--- src/rtl/tmr_pkg.sv ---
package tmr_pkg;
  localparam int DATA_W    = 32;
  localparam int BE_W      = DATA_W / 8;
  localparam int PS_W      = 10;
  localparam int SEL_W     = 3;
  localparam int CTRL_W    = 16;
  localparam int START_OFS = 4;
  localparam int CH_BASE   = 8;
  localparam int CH_STRIDE = 12;
  localparam int RELOAD_OFS = 0;
  localparam int COUNT_OFS  = 4;
  localparam int CTRL_OFS   = 8;
  localparam int FLAG_BIT  = 8;
  localparam int IE_BIT    = 5;

  function automatic int ch_ofs(input int ch, input int field);
    return CH_BASE + CH_STRIDE * ch + field;
  endfunction

  function automatic logic [PS_W-1:0] tap_mask(input logic [SEL_W-1:0] code);
    case (code)
      3'd1:    return PS_W'(15);
      3'd2:    return PS_W'(63);
      3'd3:    return PS_W'(255);
      3'd4:    return PS_W'(1023);
      default: return PS_W'(3);
    endcase
  endfunction

  function automatic logic [DATA_W-1:0] be_merge(input logic [DATA_W-1:0] old_v,
                                                 input logic [DATA_W-1:0] new_v,
                                                 input logic [BE_W-1:0]   be);
    logic [DATA_W-1:0] r;
    r = old_v;
    for (int b = 0; b < BE_W; b++)
      if (be[b]) r[b*8 +: 8] = new_v[b*8 +: 8];
    return r;
  endfunction

  function automatic logic [CTRL_W-1:0] ctrl_image(input logic flag, input logic ie,
                                                   input logic [SEL_W-1:0] code);
    logic [CTRL_W-1:0] r;
    r = '0;
    r[FLAG_BIT]    = flag;
    r[IE_BIT]      = ie;
    r[SEL_W-1:0]   = code;
    return r;
  endfunction
endpackage

--- src/rtl/tmr_prescale.sv ---
module tmr_prescale
  import tmr_pkg::*;
(
  input  logic             clk,
  input  logic             rst_n,
  input  logic             run,
  input  logic [SEL_W-1:0] code,
  output logic             tick
);
  logic [PS_W-1:0] ps_q;
  logic [PS_W-1:0] mask;

  assign mask = tap_mask(code);

  // Held at zero while stopped, so a fresh start always begins a full period.
  always_ff @(posedge clk) begin
    if (!rst_n)    ps_q <= '0;
    else if (!run) ps_q <= '0;
    else           ps_q <= ps_q + PS_W'(1);
  end

  assign tick = run && ((ps_q & mask) == mask);
endmodule

--- src/rtl/tmr_chan.sv ---
module tmr_chan
  import tmr_pkg::*;
(
  input  logic              clk,
  input  logic              rst_n,
  input  logic              tick,
  input  logic              wr_rel,
  input  logic              wr_cnt,
  input  logic              wr_ctl,
  input  logic [BE_W-1:0]   be,
  input  logic [DATA_W-1:0] wdata,
  output logic [DATA_W-1:0] cnt,
  output logic [DATA_W-1:0] rel,
  output logic [CTRL_W-1:0] ctl,
  output logic [SEL_W-1:0]  code,
  output logic              flag,
  output logic              unf,
  output logic              irq
);
  logic ie_q;

  assign unf = tick && (cnt == '0);

  always_ff @(posedge clk) begin
    if (!rst_n) begin
      cnt  <= '1;
      rel  <= '1;
      code <= '0;
      ie_q <= 1'b0;
      flag <= 1'b0;
    end else begin
      if (wr_rel) rel <= be_merge(rel, wdata, be);
      if (wr_cnt)      cnt <= be_merge(cnt, wdata, be);
      else if (unf)    cnt <= rel;
      else if (tick)   cnt <= cnt - DATA_W'(1);
      if (wr_ctl && be[0]) begin
        code <= wdata[SEL_W-1:0];
        ie_q <= wdata[IE_BIT];
      end
      if (unf)                                       flag <= 1'b1;
      else if (wr_ctl && be[1] && !wdata[FLAG_BIT])  flag <= 1'b0;
    end
  end

  assign ctl = ctrl_image(flag, ie_q, code);
  assign irq = flag & ie_q;
endmodule

--- src/rtl/tmr_regdec.sv ---
module tmr_regdec
  import tmr_pkg::*;
#(
  parameter int NUM_CH = 3,
  parameter int ADDR_W = 6
) (
  input  logic              sel,
  input  logic              wr,
  input  logic [ADDR_W-1:0] addr,
  output logic              wr_start,
  output logic              rd_start,
  output logic [NUM_CH-1:0] wr_rel,
  output logic [NUM_CH-1:0] wr_cnt,
  output logic [NUM_CH-1:0] wr_ctl,
  output logic [NUM_CH-1:0] rd_rel,
  output logic [NUM_CH-1:0] rd_cnt,
  output logic [NUM_CH-1:0] rd_ctl
);
  logic do_wr, do_rd;
  assign do_wr = sel && wr;
  assign do_rd = sel && !wr;

  assign wr_start = do_wr && (addr == ADDR_W'(START_OFS));
  assign rd_start = do_rd && (addr == ADDR_W'(START_OFS));

  for (genvar i = 0; i < NUM_CH; i++) begin : g_dec
    localparam logic [ADDR_W-1:0] A_REL = ADDR_W'(ch_ofs(i, RELOAD_OFS));
    localparam logic [ADDR_W-1:0] A_CNT = ADDR_W'(ch_ofs(i, COUNT_OFS));
    localparam logic [ADDR_W-1:0] A_CTL = ADDR_W'(ch_ofs(i, CTRL_OFS));
    assign wr_rel[i] = do_wr && (addr == A_REL);
    assign wr_cnt[i] = do_wr && (addr == A_CNT);
    assign wr_ctl[i] = do_wr && (addr == A_CTL);
    assign rd_rel[i] = do_rd && (addr == A_REL);
    assign rd_cnt[i] = do_rd && (addr == A_CNT);
    assign rd_ctl[i] = do_rd && (addr == A_CTL);
  end
endmodule

--- src/rtl/tmr_unit.sv ---
module tmr_unit
  import tmr_pkg::*;
#(
  parameter int NUM_CH = 3,
  parameter int ADDR_W = 6
) (
  input  logic              clk,
  input  logic              rst_n,
  input  logic              bus_sel,
  input  logic              bus_wr,
  input  logic [ADDR_W-1:0] bus_addr,
  input  logic [3:0]        bus_be,
  input  logic [31:0]       bus_wdata,
  output logic [31:0]       bus_rdata,
  output logic [NUM_CH-1:0] irq
);
  logic                          wr_start, rd_start;
  logic [NUM_CH-1:0]             wr_rel, wr_cnt, wr_ctl, rd_rel, rd_cnt, rd_ctl;
  logic [NUM_CH-1:0]             run_q;
  logic [NUM_CH-1:0]             tick_v, unf_v, flag_v;
  logic [NUM_CH-1:0][DATA_W-1:0] cnt_v, rel_v;
  logic [NUM_CH-1:0][CTRL_W-1:0] ctl_v;
  logic [NUM_CH-1:0][SEL_W-1:0]  code_v;

  tmr_regdec #(.NUM_CH(NUM_CH), .ADDR_W(ADDR_W)) u_dec (
    .sel(bus_sel), .wr(bus_wr), .addr(bus_addr),
    .wr_start(wr_start), .rd_start(rd_start),
    .wr_rel(wr_rel), .wr_cnt(wr_cnt), .wr_ctl(wr_ctl),
    .rd_rel(rd_rel), .rd_cnt(rd_cnt), .rd_ctl(rd_ctl)
  );

  always_ff @(posedge clk) begin
    if (!rst_n)                    run_q <= '0;
    else if (wr_start && bus_be[0]) run_q <= bus_wdata[NUM_CH-1:0];
  end

  for (genvar i = 0; i < NUM_CH; i++) begin : g_ch
    tmr_prescale u_ps (
      .clk(clk), .rst_n(rst_n), .run(run_q[i]), .code(code_v[i]), .tick(tick_v[i])
    );
    tmr_chan u_ch (
      .clk(clk), .rst_n(rst_n), .tick(tick_v[i]),
      .wr_rel(wr_rel[i]), .wr_cnt(wr_cnt[i]), .wr_ctl(wr_ctl[i]),
      .be(bus_be), .wdata(bus_wdata),
      .cnt(cnt_v[i]), .rel(rel_v[i]), .ctl(ctl_v[i]), .code(code_v[i]),
      .flag(flag_v[i]), .unf(unf_v[i]), .irq(irq[i])
    );
  end

  always_comb begin
    bus_rdata = '0;
    if (rd_start) bus_rdata = DATA_W'(run_q);
    for (int i = 0; i < NUM_CH; i++) begin
      if (rd_rel[i]) bus_rdata = rel_v[i];
      if (rd_cnt[i]) bus_rdata = cnt_v[i];
      if (rd_ctl[i]) bus_rdata = DATA_W'(ctl_v[i]);
    end
  end
endmodule

--- config.mk ---
export PLATFORM = sky130hd
export DESIGN_NAME = tmr_unit
export DESIGN_NICKNAME = d
export VERILOG_FILES = /design/src/rtl/tmr_pkg.sv /design/src/rtl/tmr_prescale.sv /design/src/rtl/tmr_chan.sv /design/src/rtl/tmr_regdec.sv /design/src/rtl/tmr_unit.sv
export SDC_FILE = /design/constraint.sdc
export NUM_CORES = 1
export LEC_CHECK = 0
export ABC_CLOCK_PERIOD_IN_PS = 14350
export CAP_MARGIN = 30
export CORE_UTILIZATION = 30
export CTS_CLUSTER_DIAMETER = 40
export DETAILED_ROUTE_END_ITERATION = 16
export PLACE_DENSITY_LB_ADDON = 0.1
export SKIP_LAST_GASP = 1
export SLEW_MARGIN = 10
export SYNTH_ARGS = -nofsm -noshare
export SYNTH_HDL_FRONTEND = slang
export SYNTH_HIERARCHICAL = 1
export SYNTH_SLANG_ARGS = --single-unit
--- constraint.sdc ---
create_clock -name clk -period 14.35 [get_ports clk]
set_input_delay 4.305 -clock clk [delete_from_list [all_inputs] [get_ports clk]]
set_output_delay 4.305 -clock clk [all_outputs]
set_load 0.03 [all_outputs]
## Word-level counts from Yosys, hierarchy flattened

Cells that the tools add are included.
W data, S select, Z words.

| storage, ports and cells | value |
|---|---|
| flip-flop bits (word level) | 240 |
| latch bits | 0 |
| memory bits (writable) | 0 |
| ROM bits | 0 |
| input port bits | 46 |
| output and inout port bits | 35 |
| logic and storage cells | 194 |
| memories | 0 |

| operators by class | value |
|---|---|
| $add $sub $neg | 6 |
| multipliers | 0 |
| divide/modulo/power cells | 0 |
| order comparisons | 0 |
| equality and inequality tests | 37 |
| shift operators | 0 |
| mux-type cells | 32 |
| bitwise operators | 6 |
| reductions and logical operators | 76 |

Operators with widths:

| cell | number |
|---|---|
| $mux W32 | 18 |
| $pmux W10 S4 | 3 |
| $logic_not A32 Y1 | 3 |
| $sub A32 B1 Y32 const B | 3 |
| $reduce_and A2 Y1 | 27 |
| $logic_and A1 B1 Y1 | 38 |
| $mux W8 | 4 |
| $add A10 B1 Y10 const B | 3 |
| $and A10 B10 Y10 | 3 |
| $eq A10 B10 Y1 | 3 |
| $eq A6 B5 Y1 const B | 4 |
| $ne A2 B2 Y1 const B | 12 |
| $eq A3 B2 Y1 const B | 6 |
| $eq A6 B6 Y1 const B | 3 |
| $eq A6 B4 Y1 const B | 2 |
| $eq A3 B1 Y1 const B | 3 |
| $eq A3 B3 Y1 const B | 3 |
| $reduce_bool A3 Y1 | 3 |
| $eq A6 B3 Y1 const B | 1 |
| $mux W1 | 6 |
| $reduce_bool A2 Y1 | 3 |
| $and A1 B1 Y1 | 3 |
| $mux W3 | 1 |
| $logic_not A1 Y1 | 2 |

## Longest topological paths before layout

| logic depth | value |
|---|---|
| depth after elaboration | 13 |
| gate-level depth with buffers | 10 |
| mapped depth without buffers | 8 |

## Hierarchy

Netlist, hierarchy kept.

Modules (own cells, without submodules):

| module | times used | cells an instance | area an instance (µm²) | seq. area each (µm²) |
|---|---|---|---|---|
| tmr_chan | 3 | 498 | 3,811.2 | 1,381.3 |
| tmr_unit | 1 | 303 | 2,039.5 | 60.1 |
| tmr_prescale at g_ch[0].u_ps ... | 2 | 54 | 471.7 | 200.2 |
| tmr_prescale at g_ch[2].u_ps | 1 | 52 | 467.9 | 200.2 |
| tmr_regdec | 1 | 32 | 185.2 | 0.0 |

## Worst setup path before layout

Ideal clock, no wire load.

| path | value |
|---|---|
| path kind | in2out |
| start | in bus_addr[2] |
| end | out bus_rdata[15] |
| arrival time | 6,579 ps |
| data required time | 10,045 ps |
| path slack | 3,466 ps |
| cell stages on the path | 9 |
| path buffers | 3 |
| path through | or4b_1 buf_2 nor2_1 clkbuf_2 nor2b_1 buf_4 a221oi_1 o31a_1 o31ai_1 |

| between the ends | value |
|---|---|
| word-level cells in the longest chain between the ends | 11 |
| elaborated cells between the ends (all ways) | 27 |
| classes of those cells | eq/ne: 9; mux: 9; reduce/logical: 9 |

RTL lines:

| element | line | source |
|---|---|---|
| from (decl) | tmr_unit.sv:11 | `input logic [ADDR_W-1:0] bus_addr,` |
| $eq A6 B4 Y1 | tmr_regdec.sv:33 | `assign rd_rel[i] = do_rd && (addr == A_REL);` |
| $logic_and A1 B1 Y1 | tmr_regdec.sv:33 |  |
| net rd_rel[0] | tmr_unit.sv:18 | `logic [NUM_CH-1:0] wr_rel, wr_cnt, wr_ctl, rd_rel, rd_cnt, rd_ctl;` |
| $mux W32 | tmr_unit.sv:54 | `if (rd_rel[i]) bus_rdata = rel_v[i];` |
| $mux W32 | tmr_unit.sv:55 | `if (rd_cnt[i]) bus_rdata = cnt_v[i];` |
| $mux W32 | tmr_unit.sv:56 | `if (rd_ctl[i]) bus_rdata = DATA_W'(ctl_v[i]);` |
| $mux W32 | tmr_unit.sv:54 |  |
| $mux W32 | tmr_unit.sv:55 |  |
| $mux W32 | tmr_unit.sv:56 |  |
| $mux W32 | tmr_unit.sv:54 |  |
| $mux W32 | tmr_unit.sv:55 |  |
| $mux W32 | tmr_unit.sv:56 |  |
| to (decl) | tmr_unit.sv:14 | `output logic [31:0] bus_rdata,` |

The timed path passes the listed nets, and every way through them passes these cells.

## Final worst setup path

| path | value |
|---|---|
| start | in bus_addr[3] |
| end | out bus_rdata[15] |

| between the ends | value |
|---|---|
| elaborated cells between the ends (all ways) | 27 |
| classes of those cells | eq/ne: 9; mux: 9; reduce/logical: 9 |

RTL lines:

| element | line | source |
|---|---|---|
| $eq A6 B5 Y1 | tmr_regdec.sv:35 | `assign rd_ctl[i] = do_rd && (addr == A_CTL);` |
| $logic_and A1 B1 Y1 | tmr_regdec.sv:35 |  |
| net rd_ctl[0] | tmr_unit.sv:18 |  |
| $mux W32 | tmr_unit.sv:56 |  |
| $mux W32 | tmr_unit.sv:54 |  |
| $mux W32 | tmr_unit.sv:55 |  |
| $mux W32 | tmr_unit.sv:56 |  |
| $mux W32 | tmr_unit.sv:54 |  |
| $mux W32 | tmr_unit.sv:55 |  |
| $mux W32 | tmr_unit.sv:56 |  |

The timed path passes the listed nets, and every way through them passes these cells.

==> out/metrics.cfg <==
[routing]
routed_via_density = 5.75
remaining_antenna_violation_count = 0
drt_iter0_drc = 1344
residual_drc_count = 0
drt_wl_total_um = 61300
route.detailed.wl_per_inst_um = 22.5
drt_pre_antenna_iters = 5
detailroute.via_count = 15600

[setup_path]
setup.worst_path.class = input port to primary output
crit_path_max_incr_delay_ps = 780
crit_chain = clkdlybuf4s50_1, or4_1, nor2_1, or2_1, a221oi_1, o31a_1, o31ai_1, clkdlybuf4s50_1
start_kind = input port
largest_fanout_on_the_critical_path = 29
crit_slowest_cell = sky130_fd_sc_hd__or2_1
crit_arrival_ps = 8390
crit_path_top_cell_by_count = sky130_fd_sc_hd__clkdlybuf4s50_1
worst-endpoint-required_ps = 10050
worstSetupEndpointType = primary output

[floorplan]
fp.dieH_um = 226
core.rowCount = 81
pin_count = 81
dieWidth_um = 226
initial_core_util_pct = 30.6
dieArea_sq_mm = 0.0511
core_region_area_sq_mm = 0.0493

[synth]
synth_flop_cell = sky130_fd_sc_hd__dfxtp_1
synth-warning-count = 6
syn-mean-instance-area_sq_um = 7.58
synth.lib_cells_used.distinct = 72
asyncSetResetFlopFracSynth_pct = 0
synth_enable_flop_cells = 0
synth_sequential_area_ratio_pct = 31.9
post_synthesis_cell_count = 1989
postSynthRegisterBits = 240
synth.cell_area_sq_mm = 0.0151

[timing]
max_freq_ghz = 0.0788
slew_violations = 0
timing_hold_violations_final = 0
setup_viol = 0
final_critical_path_setup_slack_ps = 1660
hold_ws_ps = 478
sum_of_negative_setup_slack_ps = 0
layout_min_cycle_time_ps = 12690
layout_worst_path_cycle_share_pct = 88.5
largest_clock_skew_in_the_final_design_ps = 18.0
tightestPinTransition_ps = 981
max-slew-margin-rel_pct = 32.9
grt_setup_unrepaired = false

[clock_tree]
postCtsHoldBufs = 0
worst_skew_pair_latency_ps = 590
h-tree-depth = 2
cts.repair.resized = 0
cts_made_buffers = 54
cts_num_sinks = 240
cts_max_path_buffers = 3
cts_post_setup_buffers_inserted = 0
tritoncts = done
root_buffer = sky130_fd_sc_hd__clkbuf_16
clkTransAtPathRegs_ps = 50

[place]
dpl.hpwl_um = 44900
pre_cts_slack_ps = 1720
final_weighted_congestion_of_routability_driven_global_placement = 0.893
port_buffers = 80

[finish]
fillerInstances = 5162
antennaDiodeCount = 0
fraction_of_layout_cells_with_a_size_suffix_above_1_pct = 8.45
finalNetCount = 2067
multi_input_comb_area_sq_mm = 0.00936
final-seq-area_sq_mm = 0.00480
syn2layout_area_growth_pct = 19.8

[pwr]
finalPower_w = 0.00204
power_density_mw_per_mm2 = 113
vdd.ir_drop.worst_v = 0.0000808
p_leak_nw = 6.56

[min_path]
type_of_the_tightest_min_delay_check = flip-flop to flip-flop

[grt]
grt_max_degree = 124
grt_antenna_before_repair = 1
globalRouteOverflowTotal = 0
via_count_of_the_first_global_routing_pass = 14500
grt_first_pass_wirelength_um = 92900
grt_usage_pct = 23.9

[run]
maxCapViolations = 0

[status]
run_status = completed

[final cells by class]
class / instances / share of cell area [%]
multi-input combinational: 1575 / 51.8
sequential: 240 / 26.6
clock buffer: 63 / 8.01
timing repair buffer: 107 / 5.68
tap: 664 / 4.60
clock inverter: 36 / 2.48
inverter: 37 / 0.769
[synthesized netlist by cell type, types with 8 or more instances]
cell | n | area share, %
sky130_fd_sc_hd__a21boi_0 | 27 | 1.3
sky130_fd_sc_hd__a21oi_1 | 92 | 3.1
sky130_fd_sc_hd__a221oi_1 | 36 | 2.1
sky130_fd_sc_hd__a22o_1 | 14 | 0.81
sky130_fd_sc_hd__a22oi_1 | 37 | 1.8
sky130_fd_sc_hd__a31o_2 | 12 | 0.70
sky130_fd_sc_hd__a31oi_1 | 20 | 0.83
sky130_fd_sc_hd__and2_1 | 27 | 1.1
sky130_fd_sc_hd__and3_1 | 18 | 0.75
sky130_fd_sc_hd__buf_1 | 9 | 0.22
sky130_fd_sc_hd__buf_2 | 23 | 0.76
sky130_fd_sc_hd__buf_4 | 54 | 2.7
sky130_fd_sc_hd__clkbuf_1 | 76 | 1.9
sky130_fd_sc_hd__dfxtp_1 | 240 | 32
sky130_fd_sc_hd__inv_1 | 34 | 0.85
sky130_fd_sc_hd__mux2i_1 | 24 | 1.6
sky130_fd_sc_hd__nand2_1 | 362 | 9.0
sky130_fd_sc_hd__nand2b_1 | 25 | 1.0
sky130_fd_sc_hd__nand3_1 | 152 | 5.0
sky130_fd_sc_hd__nand4_1 | 30 | 1.2
sky130_fd_sc_hd__nor2_1 | 73 | 1.8
sky130_fd_sc_hd__nor3_1 | 46 | 1.5
sky130_fd_sc_hd__nor3b_1 | 13 | 0.65
sky130_fd_sc_hd__nor4_1 | 45 | 1.9
sky130_fd_sc_hd__o211ai_1 | 60 | 3.0
sky130_fd_sc_hd__o21a_1 | 14 | 0.70
sky130_fd_sc_hd__o21ai_0 | 88 | 2.9
sky130_fd_sc_hd__o221ai_1 | 43 | 2.5
sky130_fd_sc_hd__o31a_1 | 13 | 0.76
sky130_fd_sc_hd__o31ai_1 | 26 | 1.3
sky130_fd_sc_hd__or2_1 | 11 | 0.46
sky130_fd_sc_hd__or2_2 | 8 | 0.33
sky130_fd_sc_hd__or3_1 | 27 | 1.1
sky130_fd_sc_hd__or4_1 | 41 | 2.0
sky130_fd_sc_hd__xnor2_1 | 15 | 0.87
sky130_fd_sc_hd__xor2_1 | 42 | 2.4
[flip-flops by register name, summed over array words and instances (netlist names)]
name and cells:
g_ch.u_ch/cnt 96, g_ch.u_ch/rel 96, g_ch.u_ps/ps_q 30, g_ch.u_ch/code 9
g_ch.u_ch/flag 3, g_ch.u_ch/ie_q 3, run_q 3
[metal layers]
layer | track usage, % | vias to the layer above | part of all wire [%]
met5 | 0 | - | 0
met4 | 6.89 | 0 | 2.2
met3 | 2.93 | 78 | 6.2
met2 | 38.0 | 549 | 45
met1 | 33.7 | 7568 | 46
li1 | - | 7453 | -
[kinds of logic (layout without fill, tap and decap cells)]
family / count (synthesis) / count (layout) / synth area share (%)
AO/OA/AOI/OAI: 519 / 519 / 24.1
XOR/XNOR: 57 / 57 / 3.31
adder cells (fa/ha/maj): 6 / 6 / 0.498
buffers and inverters: 204 / 243 / 6.82
flip-flops: 240 / 240 / 31.9
multiplexers: 27 / 27 / 1.82
other: 3 / 33 / 0.0747
AND/OR/NAND/NOR: 933 / 933 / 31.5
[per-stage QoR]
stage | cells | util [%] | cell area (sq um)
after detailed placement | 2621 | 32.8 | 16100
after CTS | 2720 | 36.6 | 18000
after global placement | 2619 | 32.7 | 16100
after floorplan | 2019 | - | 15200
final | 2722 | 36.6 | 18100
after global routing | 2722 | 36.6 | 18100
[cell usage in the layout (no fill, tap or decap), types with 30 or more instances in the layout]
| master | netlist | final |
|---|---|---|
| sky130_fd_sc_hd__o221ai_1 | 43 | 43 |
| sky130_fd_sc_hd__clkdlybuf4s50_1 | 0 | 79 |
| sky130_fd_sc_hd__a221oi_1 | 36 | 36 |
| sky130_fd_sc_hd__clkbuf_16 | 0 | 54 |
| sky130_fd_sc_hd__a22oi_1 | 37 | 37 |
| sky130_fd_sc_hd__a21oi_1 | 92 | 92 |
| sky130_fd_sc_hd__xor2_1 | 42 | 42 |
| sky130_fd_sc_hd__dfxtp_1 | 240 | 240 |
| sky130_fd_sc_hd__inv_1 | 34 | 34 |
| sky130_fd_sc_hd__or4_1 | 41 | 41 |
| sky130_fd_sc_hd__nor4_1 | 45 | 45 |
| sky130_fd_sc_hd__nor2_1 | 73 | 70 |
| sky130_fd_sc_hd__nand3_1 | 152 | 152 |
| sky130_fd_sc_hd__nand2_1 | 362 | 362 |
| sky130_fd_sc_hd__nand4_1 | 30 | 30 |
| sky130_fd_sc_hd__o211ai_1 | 60 | 60 |
| sky130_fd_sc_hd__o21ai_0 | 88 | 88 |
| sky130_fd_sc_hd__conb_1 | 3 | 33 |
| sky130_fd_sc_hd__nor3_1 | 46 | 46 |
[critical path: cells and delay by family]
| kind | cells | cell delay (ps) |
|---|---|---|
| AND/OR/NAND/NOR | 3 | 1860 |
| AO/OA/AOI/OAI | 3 | 990 |
| buffers and inverters | 2 | 1220 |
[final timing paths]
path / startpoint / end / slack, ps / depth (start not counted)
worst min-delay path: g_ch[2].u_ps/ps_q[0] / g_ch[2].u_ps/ps_q[0] / 480 / 1
worst max-delay path: bus_addr[3] / bus_rdata[15] / 1660 / 8
worst min register to register: g_ch[2].u_ps/ps_q[0] / g_ch[2].u_ps/ps_q[0] / 480 / 1
worst max register to register: g_ch[1].u_ps/ps_q[2] / g_ch[1].u_ch/cnt[27] / 10770 / 8
[report_power, final]
part / switching, W / total, W / internal, W
Sequential: 0.00000334 / 0.000674 / 0.000670
Clock: 0.000430 / 0.00129 / 0.000863
Combinational: 0.0000520 / 0.0000768 / 0.0000247
Total: 0.000485 / 0.00204 / 0.00156
Note: power is estimated with default switching activity, not from simulation.
